[src/rtl/rc6_pkg.sv]
package rc6_pkg;
  typedef enum logic [2:0] {
    PH_IDLE,
    PH_PRE_B,
    PH_PRE_D,
    PH_MIX,
    PH_UPD,
    PH_POST_A,
    PH_POST_C,
    PH_DONE
  } phase_e;
endpackage

[src/rtl/rc6_quad.sv]
module rc6_quad #(
  parameter int W = 32
) (
  input  logic [W-1:0] x,
  output logic [W-1:0] y
);
  localparam int LGW = $clog2(W);

  logic [W-1:0]   prod;
  logic [2*W-1:0] dbl;

  always_comb begin
    prod = x * {x[W-2:0], 1'b1};
    dbl  = {prod, prod} << LGW;
    y    = dbl[2*W-1:W];
  end
endmodule

[src/rtl/rc6_lane.sv]
module rc6_lane #(
  parameter int W = 32
) (
  input  logic [W-1:0] src,
  input  logic [W-1:0] mix_self,
  input  logic [W-1:0] mix_other,
  input  logic [W-1:0] rkey,
  output logic [W-1:0] res
);
  localparam int LGW = $clog2(W);

  logic [W-1:0]   xr;
  logic [2*W-1:0] dbl;

  always_comb begin
    xr  = src ^ mix_self;
    dbl = {xr, xr} << mix_other[LGW-1:0];
    res = dbl[2*W-1:W] + rkey;
  end
endmodule

[src/rtl/rc6_engine.sv]
module rc6_engine #(
  parameter int W      = 32,
  parameter int ROUNDS = 20
) (
  input  logic                                clk,
  input  logic                                rst_n,
  input  logic                                in_valid,
  output logic                                in_ready,
  input  logic [4*W-1:0]                      in_data,
  output logic [$clog2(2*ROUNDS+4)-1:0]       key_idx,
  input  logic [W-1:0]                        key_data,
  output logic                                out_valid,
  input  logic                                out_ready,
  output logic [4*W-1:0]                      out_data
);
  import rc6_pkg::*;

  localparam int NK = 2 * ROUNDS + 4;
  localparam int KW = $clog2(NK);
  localparam int RW = $clog2(ROUNDS + 1);

  phase_e         ph;
  logic [RW-1:0]  rnd;
  logic [W-1:0]   wa, wb, wc, wd;
  logic [W-1:0]   t_q, u_q, kev_q;

  logic [W-1:0] mix_in  [2];
  logic [W-1:0] mix_out [2];
  logic [W-1:0] ln_src  [2];
  logic [W-1:0] ln_self [2];
  logic [W-1:0] ln_oth  [2];
  logic [W-1:0] ln_key  [2];
  logic [W-1:0] ln_res  [2];

  assign mix_in[0] = wb;
  assign mix_in[1] = wd;
  assign ln_src[0] = wa;  assign ln_self[0] = t_q; assign ln_oth[0] = u_q; assign ln_key[0] = kev_q;
  assign ln_src[1] = wc;  assign ln_self[1] = u_q; assign ln_oth[1] = t_q; assign ln_key[1] = key_data;

  for (genvar g = 0; g < 2; g++) begin : g_lane
    rc6_quad #(.W(W)) u_quad (
      .x (mix_in[g]),
      .y (mix_out[g])
    );
    rc6_lane #(.W(W)) u_lane (
      .src       (ln_src[g]),
      .mix_self  (ln_self[g]),
      .mix_other (ln_oth[g]),
      .rkey      (ln_key[g]),
      .res       (ln_res[g])
    );
  end

  always_comb begin
    case (ph)
      PH_PRE_B:  key_idx = KW'(0);
      PH_PRE_D:  key_idx = KW'(1);
      PH_MIX:    key_idx = KW'({rnd, 1'b0});
      PH_UPD:    key_idx = KW'({rnd, 1'b1});
      PH_POST_A: key_idx = KW'(NK - 2);
      PH_POST_C: key_idx = KW'(NK - 1);
      default:   key_idx = '0;
    endcase
  end

  assign in_ready  = (ph == PH_IDLE);
  assign out_valid = (ph == PH_DONE);
  assign out_data  = {wd, wc, wb, wa};

  always_ff @(posedge clk or negedge rst_n) begin
    if (!rst_n) begin
      ph    <= PH_IDLE;
      rnd   <= '0;
      wa    <= '0;
      wb    <= '0;
      wc    <= '0;
      wd    <= '0;
      t_q   <= '0;
      u_q   <= '0;
      kev_q <= '0;
    end else begin
      case (ph)
        PH_IDLE: if (in_valid) begin
          wa <= in_data[W-1:0];
          wb <= in_data[2*W-1:W];
          wc <= in_data[3*W-1:2*W];
          wd <= in_data[4*W-1:3*W];
          ph <= PH_PRE_B;
        end
        PH_PRE_B: begin
          wb <= wb + key_data;
          ph <= PH_PRE_D;
        end
        PH_PRE_D: begin
          wd  <= wd + key_data;
          rnd <= RW'(1);
          ph  <= PH_MIX;
        end
        PH_MIX: begin
          t_q   <= mix_out[0];
          u_q   <= mix_out[1];
          kev_q <= key_data;
          ph    <= PH_UPD;
        end
        PH_UPD: begin
          wa <= wb;
          wb <= ln_res[1];
          wc <= wd;
          wd <= ln_res[0];
          if (rnd == RW'(ROUNDS)) ph <= PH_POST_A;
          else begin
            rnd <= rnd + RW'(1);
            ph  <= PH_MIX;
          end
        end
        PH_POST_A: begin
          wa <= wa + key_data;
          ph <= PH_POST_C;
        end
        PH_POST_C: begin
          wc <= wc + key_data;
          ph <= PH_DONE;
        end
        PH_DONE: if (out_ready) ph <= PH_IDLE;
        default: ph <= PH_IDLE;
      endcase
    end
  end
endmodule

[config.mk]
export PLATFORM = sky130hd
export DESIGN_NAME = rc6_engine
export DESIGN_NICKNAME = d
export VERILOG_FILES = /design/src/rtl/rc6_pkg.sv /design/src/rtl/rc6_quad.sv /design/src/rtl/rc6_lane.sv /design/src/rtl/rc6_engine.sv
export SDC_FILE = /design/constraint.sdc
export NUM_CORES = 2
export LEC_CHECK = 0
export ABC_AREA = 1
export BUFFER_PORTS_ARGS = -buffer_cell sky130_fd_sc_hd__buf_2
export CAP_MARGIN = 15
export CORE_ASPECT_RATIO = 1.4
export CORE_MARGIN = 2
export CORE_UTILIZATION = 50
export CTS_CLUSTER_DIAMETER = 40
export CTS_CLUSTER_SIZE = 10
export DETAILED_ROUTE_END_ITERATION = 8
export PLACE_DENSITY = 0.78
export SLEW_MARGIN = 20
export SYNTH_ARGS = -nofsm -noshare
export SYNTH_HDL_FRONTEND = slang
export SYNTH_HIERARCHICAL = 1
export SYNTH_SLANG_ARGS = --single-unit
[constraint.sdc]
create_clock -name clk -period 8 [get_ports clk]
set_input_delay 0.4 -clock clk [delete_from_list [all_inputs] [get_ports clk]]
set_output_delay 0.4 -clock clk [all_outputs]
set_load 0.02 [all_outputs]
==> metrics.txt <==
pin count of the biggest net entering global routing=slightly below 80; Die Width=~290 um; Buf/Inv on CP=5; drt initial violations=~4,300; Root Buffer=clkbuf_16; Starting Density=about half; R2R depth=26; DRC Markers=0; Levels on crit path=26; max_cap viols=0; dpl cell area=approximately 60,000 um2; Clock Sinks=232; final std cells w/o fill=10,400; CP arrival=8.08 ns; setup violators final=0; Peak Freq=between 100 and 150 MHz; relative slew slack=between 10% and 20%; Worst Hold Class=primary input to flip-flop; min cycle time layout=roughly 7.5 ns; core footprint=between 100,000 and 150,000 um2; filler cell count=~11,000; initial antenna violation count=20; placed insts=about 10,000; Pins Over Slew Limit=0; Cells after Synth=8,608; CTS tree=built; Slew @ Worst Pin=roughly 1.2 ns; Area Growth Syn to Fin=8.38%; Tcrit/Tclk final=between 90% and 100%; origin of the critical flop-to-flop path=wd[18]; Fin Clk Skew=roughly 0.036 ns; htree depth=2; share of layout cells above drive strength 1=7.60%; required time worst endpoint=~8.6 ns; setup_tns=0 ns; number of synthesized flops with an enable pin=0; Main synth FF type=dfrtp_1; status=complete, no violations; clock buffer depth=3; CP delay by family, top=adder cells; Finished Cell Area=62,100 um2; FP Rows=between 100 and 150; first-pass GRT wire length=around 340,000 um; DR vias/cell=approximately 5.5; Worst Setup End Kind=flip-flop; wire length per cell=~22 um; post-synthesis sequential area ratio=about a tenth; clock slew at reported path FFs=roughly 0.060 ns; Die Area=~120,000 um2; WHS Path Cells=3; Final Hold Vio Count=0; Slowest cell on crit path=dfrtp_1; Netlist cell types=57; number of global-route vias before repair=around 60,000; Port Buf Inserts=about 300; crit start category=flip-flop; GR Util All Layers=about 39%; worst-path fanout max=16; synth warn=6; Worst Setup EP=u_q[0]; I/O Pins=300; Nets=10,200; CP startpoint=wd[18]; worst setup path class=flip-flop to flip-flop; post-synth net total=~10,000; synthesized cell area=57,300 um2; Reg2Reg Setup Slack=between 0.4 and 0.5 ns; routability cong.=about 1.1; via count=between 50,000 and 60,000; Initial DRT Pass Iterations=8; hpwl dp=189,000 um; Mapped Avg Cell Area=between 6 and 7 um2; routed wire length=~230,000 um; ys async rst share=100%; Detail Route Antenna Nets=0; RSZ-0062 raised after global routing=false; Die H=405 um; Skew-Pair Late Insertion Delay=between 0.6 and 0.7 ns; Worst path max stage delay=around 1.1 ns; CTS buffer count=slightly below 50; R2R Path End=u_q[0]; Resized cells post-CTS=0; Yosys reg bits=232; CP most frequent cell=fa_1; gr ovfl total=0
placed cells by master, fill, tap and decap left out, types with 32 or more instances in the layout:
cell       netlist  layout
ha_1           456     456
nand2_1       2784    2784
o21ai_0        136     136
fa_1           738     738
nand2_2         32      32
nor2_1         418     414
dfrtp_1        232     230
inv_1         1886    1886
a21oi_1        384     384
xnor2_1         35      35
a221oi_1        55      55
nand4_1         40      40
buf_4           28     120
clkbuf_16        0      50
o21ai_1         56      56
a31oi_1         39      39
nand3_1        678     678
or2_2           44      44
xor2_1         103     103
buf_2           65     298
per-layer routing:
| layer | GRT usage (%) | vias up | share of wire [%] |
|---|---|---|---|
| li1 | - | 26600 | - |
| met2 | 65.8 | 2441 | 47 |
| met5 | 0 | - | 0.088 |
| met4 | 34.8 | 30 | 11 |
| met1 | 40.8 | 26900 | 34 |
| met3 | 8.12 | 852 | 8.4 |
worst register-to-register path, cell delays in order (launching register included):
cell and delay (ns):
dfrtp_1 1.10, nand2_1 0.17, inv_1 0.11, fa_1 0.45, inv_1 0.10, fa_1 0.43
fa_1 0.47, fa_1 0.56, inv_1 0.05, fa_1 0.50, inv_1 0.06, fa_1 0.55
fa_1 0.43, fa_1 0.50, inv_1 0.04, ha_1 0.33, nand2_1 0.08, nand2_1 0.10
o21bai_1 0.17, a31oi_1 0.38, nand3_2 0.18, nand2_1 0.11, nand2_2 0.08, a21oi_2 0.16
xnor2_1 0.15, nand2_1 0.08, nand2_1 0.11
cell type report:
class | instances | area [um2] | share of cell area (%)
inverters | 1920 | 7220 | 11.6
clock buffers | 59 | 1360 | 2.18
repair buffers | 420 | 2420 | 3.89
clock inverters | 31 | 355 | 0.572
flip-flops and latches | 232 | 5810 | 9.35
multi-input cells | 6207 | 43100 | 69.4
diodes | 3 | 7.51 | 0.0121
well taps | 1490 | 1860 | 3.00
kinds of logic (layout without fill, tap and decap cells):
logic type / Yosys count / after routing / share of synthesized area, %
adders and majority gates: 1194 / 1194 / 35.7
DFF: 232 / 232 / 10.1
and+or+nand+nor: 4080 / 4080 / 29.2
AOI/OAI and AO/OA: 792 / 792 / 8.01
buffers and inverters: 2169 / 2430 / 14.7
muxes: 2 / 2 / 0.0349
xor gates and xnor gates: 139 / 139 / 2.14
other: 0 / 3 / 0
metrics by stage:
stage | util, % | hold WS [ns] | worst slack [ns]
global route | 54.4 | 0.0528 | 0.173
CTS | 54.4 | 0.0149 | 0.484
finish | 54.4 | 0.0349 | 0.472
detailed placement | 52.9 | 0.427 | 0.549
floorplan | - | 0.104 | 1.02
global placement | 52.9 | 0.432 | 0.605
state kept, by name, summed over array words and instances, names as in the netlist:
| register | count |
|---|---|
| kev_q | 32 |
| ph | 3 |
| rnd | 5 |
| t_q | 32 |
| u_q | 32 |
| wa | 32 |
| wb | 32 |
| wc | 32 |
| wd | 32 |
Yosys cell counts, types with 55 or more instances:
library cell  instances  area [um2]
nand2_1            2784       10500
inv_1              1886        7080
fa_1                738       14800
nand3_1             678        3390
ha_1                456        5710
nor2_1              418        1570
a21oi_1             384        1920
dfrtp_1             232        5810
o21ai_0             136         681
clkbuf_1            108         405
xor2_1              103         902
buf_2                65         325
o21ai_1              56         280
a221oi_1             55         482
what timing repair did:
action,4_1_cts,5_1_grt
buffers inserted,0,0
endpoints found under the hold margin,73,0
hold buffers,1,0
worst min-delay path by stage:
stage | start | end | slack [ns]
after floorplan | rst_n | kev_q[0] | 0.10
after global placement | rst_n | wa[29] | 0.43
after detailed placement | rst_n | wa[24] | 0.43
after CTS | in_data[66] | wc[2] | 0.01
after global routing | in_data[66] | wc[2] | 0.05
final | in_data[66] | wc[2] | 0.03
Power is not shown: default switching activity piles up to over one toggle a cycle in this logic, so the estimate is an artifact.
